<file path="src/rtl/pdma_pkg.sv">
package pdma_pkg;
  typedef enum logic [2:0] {
    ST_IDLE    = 3'd0,
    ST_FILL    = 3'd1,
    ST_DRAIN   = 3'd2,
    ST_COLLECT = 3'd3,
    ST_FLUSH   = 3'd4
  } xfer_state_e;
endpackage

</file>
<file path="src/rtl/pdma_byte_store.sv">
module pdma_byte_store #(
  parameter int DEPTH = 16,
  localparam int AW = $clog2(DEPTH)
) (
  input  logic          clk,
  input  logic          we0,
  input  logic          we1,
  input  logic [AW-1:0] waddr,
  input  logic [7:0]    wdata0,
  input  logic [7:0]    wdata1,
  input  logic [AW-1:0] raddr,
  output logic [7:0]    rdata0,
  output logic [7:0]    rdata1
);
  logic [7:0]    mem [DEPTH];
  logic [AW-1:0] waddr1;
  logic [AW-1:0] raddr1;

  assign waddr1 = waddr + AW'(1);
  assign raddr1 = raddr + AW'(1);

  always_ff @(posedge clk) begin
    if (we0) mem[waddr]  <= wdata0;
    if (we1) mem[waddr1] <= wdata1;
  end

  assign rdata0 = mem[raddr];
  assign rdata1 = mem[raddr1];
endmodule

</file>
<file path="src/rtl/pdma_host_rdfmt.sv">
module pdma_host_rdfmt (
  input  logic        clk,
  input  logic        rst,
  input  logic        rd_req,
  input  logic        rd_fire,
  input  logic        rd_wide,
  input  logic        rd_two,
  input  logic [7:0]  byte0,
  input  logic [7:0]  byte1,
  output logic [15:0] rdata
);
  always_ff @(posedge clk) begin
    if (rst) begin
      rdata <= '0;
    end else if (rd_req) begin
      if (!rd_fire)     rdata <= '0;
      else if (rd_wide) rdata <= {byte0, (rd_two ? byte1 : 8'h00)};
      else              rdata <= {8'h00, byte0};
    end
  end

  p_rd_zero_r8: assert property (@(posedge clk) disable iff (rst)
    (rd_req && !rd_fire) |=> (rdata == 16'h0000));
endmodule

</file>
<file path="src/rtl/pdma_xfer_ctrl.sv">
module pdma_xfer_ctrl
  import pdma_pkg::*;
#(
  parameter int DEPTH = 16,
  parameter int CNT_W = 16,
  localparam int AW = $clog2(DEPTH),
  localparam int PW = AW + 1
) (
  input  logic             clk,
  input  logic             rst,
  input  logic             start,
  input  logic             start_to_dev,
  input  logic [CNT_W-1:0] xfer_len,
  input  logic             phase_end,
  input  logic             host_rd,
  input  logic             host_wr,
  input  logic             host_wide,
  input  logic             dev_in_valid,
  input  logic             dev_out_ready,
  output logic             dreq,
  output logic             tc_flag,
  output logic             dma_done,
  output logic [PW-1:0]    level,
  output logic [CNT_W-1:0] counter,
  output logic             dev_in_ready,
  output logic             dev_out_valid,
  output logic             rd_fire,
  output logic             rd_two,
  output logic             st_we0,
  output logic             st_we1,
  output logic             st_sel_dev,
  output logic [AW-1:0]    st_waddr,
  output logic [AW-1:0]    st_raddr
);
  localparam logic [PW-1:0] DEPTH_P = PW'(DEPTH);

  xfer_state_e   state;
  logic [PW-1:0] wptr;
  logic [PW-1:0] rptr;
  logic [PW-1:0] burst;
  logic [PW-1:0] avail;
  logic [PW-1:0] pop_n;
  logic [PW-1:0] space;
  logic [PW-1:0] cnt_cap;
  logic [PW-1:0] room;
  logic [PW-1:0] wr_n;
  logic          wr_go;
  logic          fill_go;
  logic          flush_go;

  function automatic logic [PW-1:0] cap_len(input logic [CNT_W-1:0] n);
    return (n >= CNT_W'(DEPTH)) ? DEPTH_P : n[PW-1:0];
  endfunction

  assign avail   = wptr - rptr;
  assign level   = avail;
  assign space   = DEPTH_P - wptr;
  assign cnt_cap = cap_len(counter);
  assign room    = (space < cnt_cap) ? space : cnt_cap;

  assign rd_fire = host_rd && (state == ST_DRAIN) && (avail != '0);
  assign rd_two  = host_wide && (avail >= PW'(2));
  assign pop_n   = rd_two ? PW'(2) : PW'(1);

  assign wr_go = host_wr && (state == ST_COLLECT);
  always_comb begin
    if (!wr_go || room == '0)              wr_n = '0;
    else if (host_wide && room >= PW'(2))  wr_n = PW'(2);
    else                                   wr_n = PW'(1);
  end

  assign dev_in_ready  = (state == ST_FILL) && (wptr != burst);
  assign fill_go       = dev_in_valid && dev_in_ready;
  assign dev_out_valid = (state == ST_FLUSH) && (avail != '0);
  assign flush_go      = dev_out_valid && dev_out_ready;

  assign st_sel_dev = (state == ST_FILL);
  assign st_we0     = fill_go || (wr_n != '0);
  assign st_we1     = (wr_n == PW'(2));
  assign st_waddr   = wptr[AW-1:0];
  assign st_raddr   = rptr[AW-1:0];

  always_ff @(posedge clk) begin
    if (rst) begin
      state    <= ST_IDLE;
      wptr     <= '0;
      rptr     <= '0;
      burst    <= '0;
      counter  <= '0;
      dreq     <= 1'b0;
      tc_flag  <= 1'b0;
      dma_done <= 1'b0;
    end else begin
      dma_done <= 1'b0;
      if (phase_end) begin
        state   <= ST_IDLE;
        wptr    <= '0;
        rptr    <= '0;
        dreq    <= 1'b0;
        tc_flag <= 1'b0;
      end else begin
        unique case (state)
          ST_IDLE: begin
            if (start) begin
              counter <= xfer_len;
              wptr    <= '0;
              rptr    <= '0;
              tc_flag <= 1'b0;
              if (xfer_len == '0) begin
                dma_done <= 1'b1;
              end else if (start_to_dev) begin
                state <= ST_COLLECT;
                dreq  <= 1'b1;
              end else begin
                state <= ST_FILL;
                burst <= cap_len(xfer_len);
              end
            end
          end
          ST_FILL: begin
            if (fill_go) begin
              wptr    <= wptr + PW'(1);
              counter <= counter - CNT_W'(1);
              if (wptr + PW'(1) == burst) begin
                state   <= ST_DRAIN;
                dreq    <= 1'b1;
                tc_flag <= 1'b1;
              end
            end
          end
          ST_DRAIN: begin
            if (rd_fire) begin
              rptr <= rptr + pop_n;
              if (rptr + pop_n == wptr) begin
                wptr    <= '0;
                rptr    <= '0;
                dreq    <= 1'b0;
                tc_flag <= 1'b0;
                if (counter != '0) begin
                  state <= ST_FILL;
                  burst <= cnt_cap;
                end else begin
                  state    <= ST_IDLE;
                  dma_done <= 1'b1;
                end
              end
            end
          end
          ST_COLLECT: begin
            if (wr_n != '0) begin
              wptr    <= wptr + wr_n;
              counter <= counter - CNT_W'(wr_n);
              if ((counter == CNT_W'(wr_n)) || (wptr + wr_n == DEPTH_P)) begin
                state <= ST_FLUSH;
                dreq  <= 1'b0;
              end
            end
          end
          ST_FLUSH: begin
            if (flush_go) begin
              rptr <= rptr + PW'(1);
              if (rptr + PW'(1) == wptr) begin
                wptr <= '0;
                rptr <= '0;
                if (counter == '0) begin
                  state    <= ST_IDLE;
                  dma_done <= 1'b1;
                end else begin
                  state <= ST_COLLECT;
                  dreq  <= 1'b1;
                end
              end
            end
          end
          default: state <= ST_IDLE;
        endcase
      end
    end
  end

  // pointers keep the held count inside the FIFO
  p_level_bound_r10: assert property (@(posedge clk) disable iff (rst)
    (wptr >= rptr) && (wptr <= DEPTH_P));
  // device fill never overlaps a host request
  p_fill_no_dreq_r4: assert property (@(posedge clk) disable iff (rst)
    dev_in_ready |-> !dreq);
  // flush to device never overlaps a host request
  p_flush_no_dreq_r7: assert property (@(posedge clk) disable iff (rst)
    dev_out_valid |-> !dreq);
  // completion pulse implies request is low
  p_done_no_dreq_r5: assert property (@(posedge clk) disable iff (rst)
    dma_done |-> !dreq);
  // terminal-count flag only while the host is requested
  p_tc_with_dreq_r2: assert property (@(posedge clk) disable iff (rst)
    tc_flag |-> dreq);
  // early completion empties and releases
  p_phase_end_r9: assert property (@(posedge clk) disable iff (rst)
    phase_end |=> (!dreq && level == '0));
  // counter only falls during a transfer
  p_count_mono_r6: assert property (@(posedge clk) disable iff (rst)
    (state != ST_IDLE) |=> (counter <= $past(counter)));
endmodule

</file>
<file path="src/rtl/pdma_fifo_bridge.sv">
module pdma_fifo_bridge #(
  parameter int DEPTH = 16,
  parameter int CNT_W = 16,
  localparam int AW = $clog2(DEPTH),
  localparam int PW = AW + 1
) (
  input  logic             clk,
  input  logic             rst,
  input  logic             start,
  input  logic             start_to_dev,
  input  logic [CNT_W-1:0] xfer_len,
  input  logic             phase_end,
  input  logic             host_rd,
  input  logic             host_wr,
  input  logic             host_wide,
  input  logic [15:0]      host_wdata,
  output logic [15:0]      host_rdata,
  output logic             dreq,
  output logic             tc_flag,
  output logic [PW-1:0]    fifo_level,
  output logic [CNT_W-1:0] remaining,
  output logic             dma_done,
  input  logic             dev_in_valid,
  input  logic [7:0]       dev_in_data,
  output logic             dev_in_ready,
  output logic             dev_out_valid,
  output logic [7:0]       dev_out_data,
  input  logic             dev_out_ready
);
  logic          rd_fire;
  logic          rd_two;
  logic          st_we0;
  logic          st_we1;
  logic          st_sel_dev;
  logic [AW-1:0] st_waddr;
  logic [AW-1:0] st_raddr;
  logic [7:0]    wbyte0;
  logic [7:0]    byte0;
  logic [7:0]    byte1;

  assign wbyte0 = st_sel_dev ? dev_in_data :
                  (host_wide ? host_wdata[15:8] : host_wdata[7:0]);
  assign dev_out_data = byte0;

  pdma_xfer_ctrl #(.DEPTH(DEPTH), .CNT_W(CNT_W)) u_ctrl (
    .clk           (clk),
    .rst           (rst),
    .start         (start),
    .start_to_dev  (start_to_dev),
    .xfer_len      (xfer_len),
    .phase_end     (phase_end),
    .host_rd       (host_rd),
    .host_wr       (host_wr),
    .host_wide     (host_wide),
    .dev_in_valid  (dev_in_valid),
    .dev_out_ready (dev_out_ready),
    .dreq          (dreq),
    .tc_flag       (tc_flag),
    .dma_done      (dma_done),
    .level         (fifo_level),
    .counter       (remaining),
    .dev_in_ready  (dev_in_ready),
    .dev_out_valid (dev_out_valid),
    .rd_fire       (rd_fire),
    .rd_two        (rd_two),
    .st_we0        (st_we0),
    .st_we1        (st_we1),
    .st_sel_dev    (st_sel_dev),
    .st_waddr      (st_waddr),
    .st_raddr      (st_raddr)
  );

  pdma_byte_store #(.DEPTH(DEPTH)) u_store (
    .clk    (clk),
    .we0    (st_we0),
    .we1    (st_we1),
    .waddr  (st_waddr),
    .wdata0 (wbyte0),
    .wdata1 (host_wdata[7:0]),
    .raddr  (st_raddr),
    .rdata0 (byte0),
    .rdata1 (byte1)
  );

  pdma_host_rdfmt u_rdfmt (
    .clk     (clk),
    .rst     (rst),
    .rd_req  (host_rd),
    .rd_fire (rd_fire),
    .rd_wide (host_wide),
    .rd_two  (rd_two),
    .byte0   (byte0),
    .byte1   (byte1),
    .rdata   (host_rdata)
  );
endmodule

</file>
<file path="config.mk">
export PLATFORM = sky130hd
export DESIGN_NAME = pdma_fifo_bridge
export DESIGN_NICKNAME = d
export VERILOG_FILES = /design/src/rtl/pdma_pkg.sv /design/src/rtl/pdma_byte_store.sv /design/src/rtl/pdma_host_rdfmt.sv /design/src/rtl/pdma_xfer_ctrl.sv /design/src/rtl/pdma_fifo_bridge.sv
export SDC_FILE = /design/constraint.sdc
export NUM_CORES = 1
export LEC_CHECK = 0
export BUFFER_PORTS_ARGS = -buffer_cell sky130_fd_sc_hd__buf_4
export CAP_MARGIN = 20
export CORE_MARGIN = 8
export CORE_UTILIZATION = 55
export DETAILED_ROUTE_END_ITERATION = 12
export PLACE_DENSITY_LB_ADDON = 0.15
export SLEW_MARGIN = 5
export SYNTH_ARGS = -nofsm -noshare
export SYNTH_HDL_FRONTEND = slang
export SYNTH_HIERARCHICAL = 1
export SYNTH_SLANG_ARGS = --single-unit
</file>
<file path="constraint.sdc">
create_clock -name clk -period 4.35 [get_ports clk]
set_clock_uncertainty 0.1 [all_clocks]
set_input_delay 0.2175 -clock clk [delete_from_list [all_inputs] [get_ports clk]]
set_output_delay 0.2175 -clock clk [all_outputs]
set_load 0.05 [all_outputs]
</file>
Word-level counts from Yosys, hierarchy flattened:

Memory sizes are Yosys's and may differ from the RTL's. A register that Yosys moved wholly into a read port is not among the register bits.
Cells that the tools add are included.
W data, S select, Z words.

* equal/unequal tests: 25
* muxes and demuxes: 79
* add/subtract/negate cells: 10
* magnitude comparators: 5
* bitwise logic cells: 1
* reductions and logical operators: 33

Operators with widths (count)
* $mux W5: 21
* $mux W16: 5
* $pmux W16 S3: 1
* $ge A16 B5 Y1 const B: 2
* $logic_not A16 Y1: 2
* $mux W3: 10
* $mux W1: 26
* $pmux W5 S5: 1
* $mux W8: 3
* $ne A2 B2 Y1 const B: 10
* $eq A16 B5 Y1: 1
* $reduce_and A8 Y1: 2
* $reduce_bool A16 Y1: 1
* $sub A16 B1 Y16 const B: 1
* $sub A16 B5 Y16: 1
* $eq A5 B5 Y1: 3
* $pmux W3 S5: 1
* $pmux W5 S3: 1
* $reduce_bool A5 Y1: 3
* $reduce_and A13 Y1: 1
* $add A5 B1 Y5 const B: 2
* $add A5 B5 Y5: 2
* $ge A5 B2 Y1 const B: 2
* $pmux W5 S2: 1
* other kinds (28): 50

* memory bits (writable): 128
* memories kept: 1
* input bits: 50
* bits in registers: 53
* word-level logic and storage cells: 163

Memories
* u_store.mem: depth 16, width 8, rd ports 2, clocked after memory_dff 1, write ports 2, RTL line pdma_byte_store.sv:15 `logic [7:0] mem [DEPTH];`

Logic depth before layout (Yosys ltp):

Gate-level depths: netlist of the first run.

* word-level depth: 14
* mapped depth: 21
* mapped depth without buffers: 20

By module:

Netlist of the first run, hierarchy kept.

Modules (own cells, without submodules)
* pdma_byte_store: area each 7823.8 sq um, times used 1, cells each 488, seq. area each 3843.7 sq um
* pdma_xfer_ctrl: area each 3656.0 sq um, times used 1, cells each 483, seq. area each 740.7 sq um
* pdma_host_rdfmt: area each 700.7 sq um, times used 1, cells each 81, seq. area each 320.3 sq um
* pdma_fifo_bridge: area each 172.7 sq um, times used 1, cells each 26, seq. area each 0.0 sq um

Least setup slack after synthesis of the first run:

Ideal clock, no wire load.

* path kind: register -> register
* from: reg u_ctrl.counter[6]
* to: reg u_ctrl.state[1]
* slack: -494 ps
* library setup time: 136 ps
* clock period less this slack: 4844 ps
* arrival: 4608 ps
* stages on the path, launching flop included: 20
* path through: dfxtp_1 -> or4_4 -> nor3_2 -> nand2_1 -> ha_1 -> a21o_1 -> a21oi_1 -> o221ai_2 -> o21ai_0 -> o21ai_0 -> a211oi_1 -> ha_1 -> inv_1 -> fa_1 -> nor4b_1 -> o311ai_0 -> o221ai_1 -> and3_1 -> nand3_2 -> mux2i_1

* word-level cells in the longest chain between the ends: 13

RTL lines
* start: declaration: RTL line pdma_xfer_ctrl.sv:24 `output logic [CNT_W-1:0] counter,`
* start signal: assignment: RTL line pdma_xfer_ctrl.sv:105 `counter <= xfer_len;`
* start signal: assignment: RTL line pdma_xfer_ctrl.sv:123 `counter <= counter - CNT_W'(1);`
* start signal: assignment: RTL line pdma_xfer_ctrl.sv:152 `counter <= counter - CNT_W'(wr_n);`
* $ge A16 B5 Y1: RTL line pdma_xfer_ctrl.sv:52 `return (n >= CNT_W'(DEPTH)) ? DEPTH_P : n[PW-1:0];`
* $mux W5: RTL line pdma_xfer_ctrl.sv:52
* $lt A5 B5 Y1: RTL line pdma_xfer_ctrl.sv:59 `assign room = (space < cnt_cap) ? space : cnt_cap;`
* $mux W5: RTL line pdma_xfer_ctrl.sv:59
* $ge A5 B2 Y1: RTL line pdma_xfer_ctrl.sv:68 `else if (host_wide && room >= PW'(2)) wr_n = PW'(2);`
* $logic_and A1 B1 Y1: RTL line pdma_xfer_ctrl.sv:68
* $mux W2: RTL line pdma_xfer_ctrl.sv:68
* $mux W5: RTL line pdma_xfer_ctrl.sv:67 `if (!wr_go || room == '0) wr_n = '0;`
* $add A5 B5 Y5: RTL line pdma_xfer_ctrl.sv:153 `if ((counter == CNT_W'(wr_n)) || (wptr + wr_n == DEPTH_P)) begin`
* $eq A5 B5 Y1: RTL line pdma_xfer_ctrl.sv:153
* $logic_or A1 B1 Y1: RTL line pdma_xfer_ctrl.sv:153
* $ne A2 B2 Y1 (no source line)
* $reduce_and A10 Y1 (no source line)
* end signal: assignment: RTL line pdma_xfer_ctrl.sv:154 `state <= ST_FLUSH;`
* end signal: assignment: RTL line pdma_xfer_ctrl.sv:166 `state <= ST_IDLE;`
* end signal: assignment: RTL line pdma_xfer_ctrl.sv:169 `state <= ST_COLLECT;`
* end: declaration: RTL line pdma_xfer_ctrl.sv:37 `xfer_state_e state;`

Parallel ways exist; a longest one is shown, timed or not. The select of a mux whose other input is x is not followed.
A chain may end at the register's enable or synchronous reset.

Worst setup path in the final report of the first run:

* from: reg u_ctrl.counter[14]
* to: reg u_ctrl.state[1]

The elaborated chain is that of the path after synthesis.

==> impl_metrics.csv, run 1 <==
group,metric,value,unit
clock_tree,cts_max_path_buffers,2,
global_routing,grt_pass1_vias,9609,
finish,fillers,1751,
synth,syn_inst,1078,
synth,avgSynthCellArea,11.5,µm²
die,die_w,166,µm
finish,multiInputGateArea,0.00720,mm²
die,fp-row-count,55,
timing,post-route-period-util,1.02,
synth,synth_top_cells_by_area,"edfxtp_1 (31%), mux2_2 (9.6%), mux4_2 (9.3%), dfxtp_1 (8.6%), mux2i_1 (5.3%)",
pwr,seq_power_share,0.363,
timing,clock.fmax,225,MHz
finish,fin_util,0.658,
synth,synth_warnings,6,
synth,ys_ff_latch,181,
timing,hold_viol,0,
pwr,power,5.44,mW
finish,regArea,0.00493,mm²
route,route.detailed.drc,0,
critical_path,path_class,"reg2reg",
global_routing,grt_max_degree,47,
placed_design,port_buffers,99,
pwr,p_int,3.58,mW
synth,synth_top_area_frac,0.311,
synth,synth_cell_types,91,
die,initial_core_util,0.552,
synth,synthArstFlopShare,0,
finish,finalNetCount,1280,
finish,finalInstanceArea,0.0147,mm²
clock_tree,h-tree-depth,4,
global_routing,grt_usage,0.258,
synth,syn-num-nets,1152,
placed_design,pre_cts_ws,0.650,ps
clock_tree,clk_latency,430,ps
route,wl,36.6,mm
timing,setup_viol,4,
timing,min_period,4440,ps
hold_path,hold_class,"in2reg",
pwr,p_sw,1.86,mW
clock_tree,numCtsBuffers,17,
pwr,p_leak,5.33,nW
synth,ys.flop_type,"edfxtp_1",
pwr,ir_drop,0.000201,V
synth,yosys-mux-area-fraction,0.278,
global_routing,gr-total-overflow,0,
finish,synthToLayoutAreaGrowth,19.0,%
synth,synth-compound-area-share,0.108,
pwr,combPwrFrac,0.346,
critical_path,worstReg2RegStart,"u_ctrl/counter[14]",
hold_path,min_path_cells,3,
global_routing,antenna_found_initial,1,
critical_path,reg2reg_to,"u_ctrl/state[1]",
route,post_drt_wl_per_cell,24.3,µm
die,dieArea,0.0275,mm²
timing,slew_headroom,0.341,
pwr,power_frac_clock,0.292,
outcome,status,"finished with violations",
placed_design,hpwlAfterDp,25.4,mm
pwr,p_per_area,370,mW/mm²
hold_path,min_from,"xfer_len[0]",
clock_tree,cts_sinks,181,
timing,worst_slack,-86.8,ps
route,dr.pass1.iters,5,
route,viasPerCell,6.53,
synth,synth_top_family_by_area,"multiplexers",
route,drtIter0Drc,900,
synth,yosysMostFrequentCell,"edfxtp_1",
placed_design,routabilityCongestion,0.869,
critical_path,required,4610,ps
die,io_pins,100,
clock_tree,cts_tree,"yes",
synth,synth_common_cells,"edfxtp_1 (128), mux2_2 (105), nand2_1 (81), mux2i_1 (65), nor2_1 (63)",
clock_tree,clock_tree.root_cell,"clkbuf_16",
critical_path,cp.arrival,4690,ps
clock_tree,cts_hold_buf,0,
finish,drive_above_1_share,0.412,
clock_tree,clk_pin_slew,80,ps
timing,tightestPinTransition,982,ps
synth,synth_adder_area_share,0.0275,
synth,synth_top_cell_by_area,"edfxtp_1",
placed_design,placedCellCount,1461,
die,coreArea,0.0224,mm²
critical_path,end_kind,"flip-flop",
critical_path,path_max_fanout,4,
finish,fin_cells,1505,
critical_path,r2r_slack,-90,ps
die,die_h,166,µm
outcome,violations,"setup timing",
synth,synth_xor_area_frac,0.0188,
placed_design,placedInstanceArea,0.0138,mm²
timing,rsz0062_at_grt,"yes",
synth,synth_edf_count,128,
run,drv_cap,0,
synth,syn_area,0.0124,mm²
hold_path,holdPathEnd,"u_ctrl/counter[0]",
timing,maxSlewViolCount,0,
route,num_vias,9826,
critical_path,r2r_cells,20,
pwr,swShare,0.343,
critical_path,start_kind,"flip-flop",
synth,ys_seq_area_frac,0.397,
global_routing,grt_pass1_wl,55.8,mm
synth,synthSimpleGateAreaFrac,0.125,
route,ant_nets,0,
[worst max-delay path, cell delays in order, from the launching register on]
cell	delay, ps
dfxtp_4	340
or4_4	530
nor3_4	230
buf_6	140
nand2_4	50
ha_4	150
a21o_1	180
a21oi_2	190
o221ai_4	160
o21ai_2	90
o21ai_2	80
a211oi_2	300
ha_2	240
inv_2	40
fa_2	440
and3_4	210
o311ai_2	280
o221ai_2	140
and3_1	200
nand3_2	110
mux2i_1	180
[metrics by stage]
| step | setup TNS, ps | hold WS [ps] |
|---|---|---|
| after floorplan | -49.5 | 321 |
| after global placement | 0 | 346 |
| after detailed placement | 0 | 358 |
| after CTS | -61.4 | 15.5 |
| after global routing | -2500 | 39.3 |
| final | -296 | 30.6 |
[power by group through the flow]
stage                     Sequential, mW  Combinational, mW  Clock (mW)
after floorplan                     2.10               1.15           0
after global placement              2.01               1.71           0
after detailed placement            2.01               1.74           0
after CTS                           1.97               1.76        1.61
after global routing                1.98               2.00        1.67
final                               1.98               1.88        1.59
[sequential cells by signal (all words and copies together), names as in the netlist]
name and count:
u_rdfmt/rdata 16, u_ctrl/counter 16, u_ctrl/wptr 5, u_store/mem 128
u_ctrl/dreq 1, u_ctrl/burst 5, u_ctrl/dma_done 1, u_ctrl/tc_flag 1
u_ctrl/rptr 5, u_ctrl/state 3
[layout make-up]
type / instances / area share
multi-input cells: 784 / 0.489
clock buffers: 17 / 0.0289
well taps: 285 / 0.0242
flip-flops and latches: 181 / 0.335
diodes: 1 / 0.000170
repair buffers: 198 / 0.103
clock inverters: 15 / 0.0125
inverters: 24 / 0.00613
[cell usage in the layout (no fill, tap or decap), types with 5 or more instances in the layout]
cell type	netlist	layout
mux2i_1	65	65
ha_1	20	13
dfxtp_1	53	38
nor2_2	9	14
buf_4	19	195
a21oi_1	34	30
and3_1	7	5
a311oi_1	9	9
nor3_1	13	11
a31oi_1	8	7
mux2_1	16	16
nor2b_1	10	10
nand2_2	0	5
o22ai_1	9	8
a21oi_2	3	7
nand3_1	22	22
a211oi_1	11	10
o32ai_1	6	5
edfxtp_1	128	128
inv_1	24	22
dfxtp_2	0	11
xor2_1	13	12
nand2_1	81	74
mux2_2	105	105
clkbuf_16	0	17
mux4_1	5	5
mux2_4	8	8
a21o_1	5	5
nor4_1	10	10
a22oi_1	25	25
nor2_1	63	55
nand2b_1	23	21
o21ai_0	30	24
xnor2_1	9	9
a211oi_2	4	5
and2b_1	5	5
mux4_2	51	51
o211ai_1	5	5
o21ai_1	9	12
[per-layer routing]
metal	global-route usage	part of all wire	vias up
met1	0.343	0.42	4877
met3	0.0478	0.079	67
met2	0.411	0.46	483
li1	-	-	4399
met5	0	0	-
met4	0.107	0.035	0
[logic make-up after synthesis]
| kind of cell | Yosys count |
|---|---|
| AND/OR/NAND/NOR | 291 |
| multiplexers | 251 |
| AO/OA/AOI/OAI | 192 |
| flip-flops | 181 |
| buffers and inverters | 114 |
| adder cells (fa/ha/maj) | 25 |
| XOR/XNOR | 24 |
[worst max-delay path by stage]
stage | startpoint | to | slack (ps) | cells past startpoint
3_5_place_dp | u_ctrl/counter[12] | u_ctrl/state[1] | 0.7 | 19
6_report | u_ctrl/counter[14] | u_ctrl/state[1] | -90 | 20
5_1_grt | u_ctrl/counter[7] | u_ctrl/state[1] | -290 | 20
3_3_place_gp | u_ctrl/counter[12] | u_ctrl/state[1] | 60 | 19
2_1_floorplan | u_ctrl/counter[4] | u_ctrl/state[1] | -30 | 19
4_1_cts | u_ctrl/counter[12] | u_ctrl/state[1] | -30 | 19
[timing repair]
action / 4_1_cts / 5_1_grt
pin swaps: 0 / 25
setup buffers: 2 / 7
gates resized for setup: 2 / 50
setup endpoints to repair: 4 / 103
gates cloned: 0 / 1
No activity file was read; power rests on OpenSTA's default activity.
==> run 2, diff against run 1 <==
- SYNTH_HIERARCHICAL: 1 -> default
==> impl_metrics.csv, run 2 <==
group,metric,value,unit
finish,regMostFlops,"u_store.mem",
timing,hold_viol,0,
timing,rsz0062_at_grt,"yes",
route,num_vias,9451,
critical_path,start_kind,"flip-flop",
timing,fin_setup_tns,-1200,ps
critical_path,path_class,"reg2reg",
timing,min_period,4620,ps
critical_path,slowest_stage,"or4b_4",
route,wl,35.9,mm
synth,synth_cell_types,93,
timing,clock.fmax,216,MHz
critical_path,worstReg2RegStart,"u_ctrl.counter[14]",
synth,ys_ff_latch,185,
global_routing,gr-total-overflow,0,
synth,syn_area,0.0123,mm²
synth,avgSynthCellArea,12.4,µm²
finish,final_common_cell,"buf_4",
timing,setup_viol,10,
clock_tree,clk_pin_slew,80,ps
critical_path,worstPathCellList,"nor4_4 > nand4b_2 > inv_2 > buf_6 > ha_4 > and4_4 > a21o_1 > a211o_1 > o311ai_4 > nor2b_4 > ha_4 > fa_2 > or3_1 > o21ai_1 > a211o_1 > or4b_4 > o31ai_2",
synth,yosysMostFrequentCell,"edfxtp_1",
finish,synthToLayoutAreaGrowth,22.1,%
clock_tree,cts_sinks,185,
finish,final_cell_mix,"buf_4 (201), edfxtp_1 (128), mux2_2 (110)",
synth,synth_top_cell_by_area,"edfxtp_1",
die,die_w,165,µm
critical_path,r2r_slack,-270,ps
clock_tree,clk_latency,440,ps
critical_path,required,4600,ps
die,initial_core_util,0.561,
hold_path,hold_class,"in2reg",
die,dieArea,0.0273,mm²
synth,synth_top_area_frac,0.313,
placed_design,routabilityCongestion,0.926,
synth,ys_seq_area_frac,0.406,
critical_path,crit_start,"u_ctrl.counter[14]",
global_routing,grt_pass1_vias,9497,
global_routing,antenna_found_initial,1,
outcome,violations,"setup timing",
pwr,ir_drop,0.000221,V
placed_design,port_buffers,99,
timing,slew_headroom,0.279,
critical_path,path_max_fanout,5,
critical_path,cp-endpoint,"u_ctrl.state[1]",
placed_design,pre_cts_ws,-271,ps
timing,maxSlewViolCount,0,
die,coreArea,0.0219,mm²
finish,reg.largest.list,"u_store.mem (128), u_ctrl.counter (16), u_rdfmt.rdata (16)",
synth,synth_common_cells,"edfxtp_1 (128), mux2_2 (110), mux4_2 (80), dfxtp_1 (57), nor2_1 (50)",
hold_path,min_path_cells,4,
route,ant_nets,0,
synth,synthArstFlopShare,0,
clock_tree,clock_tree.root_cell,"clkbuf_16",
global_routing,grt_max_degree,38,
route,dr.pass1.iters,5,
pwr,p_leak,5.46,nW
die,fp-row-count,54,
route,drtIter0Drc,933,
clock_tree,numCtsBuffers,17,
synth,synth_warnings,0,
clock_tree,cts_max_path_buffers,2,
finish,largest_reg_flops,128,
timing,post-route-period-util,1.06,
run,drv_cap,0,
route,post_drt_wl_per_cell,24.9,µm
critical_path,cpPeakStageDelay,490,ps
critical_path,r2r_cells,17,
finish,finalNetCount,1222,
die,io_pins,100,
clock_tree,h-tree-depth,4,
synth,synth_top_cells_by_area,"edfxtp_1 (31%), mux4_2 (15%), mux2_2 (10%), dfxtp_1 (9.3%), ha_1 (2.2%)",
clock_tree,cts_tree,"yes",
placed_design,hpwlAfterDp,26.2,mm
die,die_h,165,µm
synth,syn_inst,990,
synth,synth_edf_count,128,
global_routing,grt_usage,0.264,
synth,syn-num-nets,1066,
finish,n_antenna_cell,0,
timing,worst_slack,-270,ps
timing,tightestPinTransition,1070,ps
route,viasPerCell,6.57,
synth,ys.flop_type,"edfxtp_1",
critical_path,cp.arrival,4870,ps
global_routing,grt_pass1_wl,55.1,mm
finish,drive_above_1_share,0.494,
outcome,status,"finished with violations",
route,route.detailed.drc,0,
pwr,power,5.44,mW
critical_path,reg2reg_to,"u_ctrl.state[1]",
critical_path,end_kind,"flip-flop",
pwr,p_per_area,363,mW/mm²
run 2: cell types whose count changed in the layout (fill, tap and decap cells not counted), sizes merged, moves of 14 or more:
cell,previous run,this run
mux4,56,80
mux2i,66,17
nand2,81,46
a22oi,25,11
nand2b,23,9
nor2,72,56
run 2: worst max-delay path, delay by kind of cell (launching register included):
family / cells / cell delay, ps
AND/OR/NAND/NOR: 6 / 1780
buffers and inverters: 2 / 270
adder cells (fa/ha/maj): 3 / 780
flip-flops: 1 / 340
AO/OA/AOI/OAI: 6 / 1270
run 2: metrics by stage:
| step | hold slack [ps] | util | cells | cell area, µm² |
|---|---|---|---|---|
| after floorplan | 265 | - | 990 | 12500 |
| after global placement | 366 | 0.636 | 1389 | 13900 |
| after detailed placement | 368 | 0.636 | 1389 | 13900 |
| after CTS | 22.4 | 0.666 | 1423 | 14600 |
| after global routing | 18.5 | 0.685 | 1439 | 15000 |
| final | 28.6 | 0.685 | 1439 | 15000 |
run 2: timing repair:
action,CTS,global route
hold endpoints to repair,1,0
setup endpoints to repair,17,29
resized for setup,8,63
hold buffers,1,0
buffers inserted,1,14
gates cloned,0,1
pin swaps,3,36
run 2: cell type report:
cell class | instances | area [µm²]
Multi-Input combinational cell | 707 | 7300
Fill cell | 1634 | 6910
Sequential cell | 185 | 5010
Timing Repair Buffer | 209 | 1610
Clock buffer | 17 | 425
Tap cell | 280 | 350
Clock inverter | 15 | 186
Inverter | 26 | 105
run 2: cells by family (layout without fill, tap and decap cells):
logic type	Yosys count	after routing	share of synthesized area
mux	226	226	0.282
buf+inv	98	267	0.0344
compound gates	192	192	0.110
flops	185	185	0.406
xor+xnor	32	32	0.0268
fa+ha+maj	27	27	0.0298
simple gates	230	230	0.112
run 2: worst min-delay path by stage:
stage / from / slack, ps / endpoint
global route: xfer_len[4] / 20 / u_ctrl.counter[4]
finish: xfer_len[4] / 30 / u_ctrl.counter[4]
detailed placement: u_rdfmt.rdata[10] / 370 / u_rdfmt.rdata[10]
floorplan: start / 270 / u_ctrl.dma_done
CTS: xfer_len[4] / 20 / u_ctrl.counter[4]
global placement: u_rdfmt.rdata[14] / 370 / u_rdfmt.rdata[14]
run 2: metal layers:
layer	global-route usage	part of all wire
met5	0	0.000028
met1	0.339	0.40
met4	0.0905	0.024
met2	0.445	0.50
met3	0.0473	0.068
run 2: power by group:
| part | switching, mW | internal [mW] | leakage, nW |
|---|---|---|---|
| logic | 0.953 | 0.848 | 3.54 |
| registers | 0.0538 | 1.97 | 1.62 |
| clock network | 0.822 | 0.793 | 0.298 |
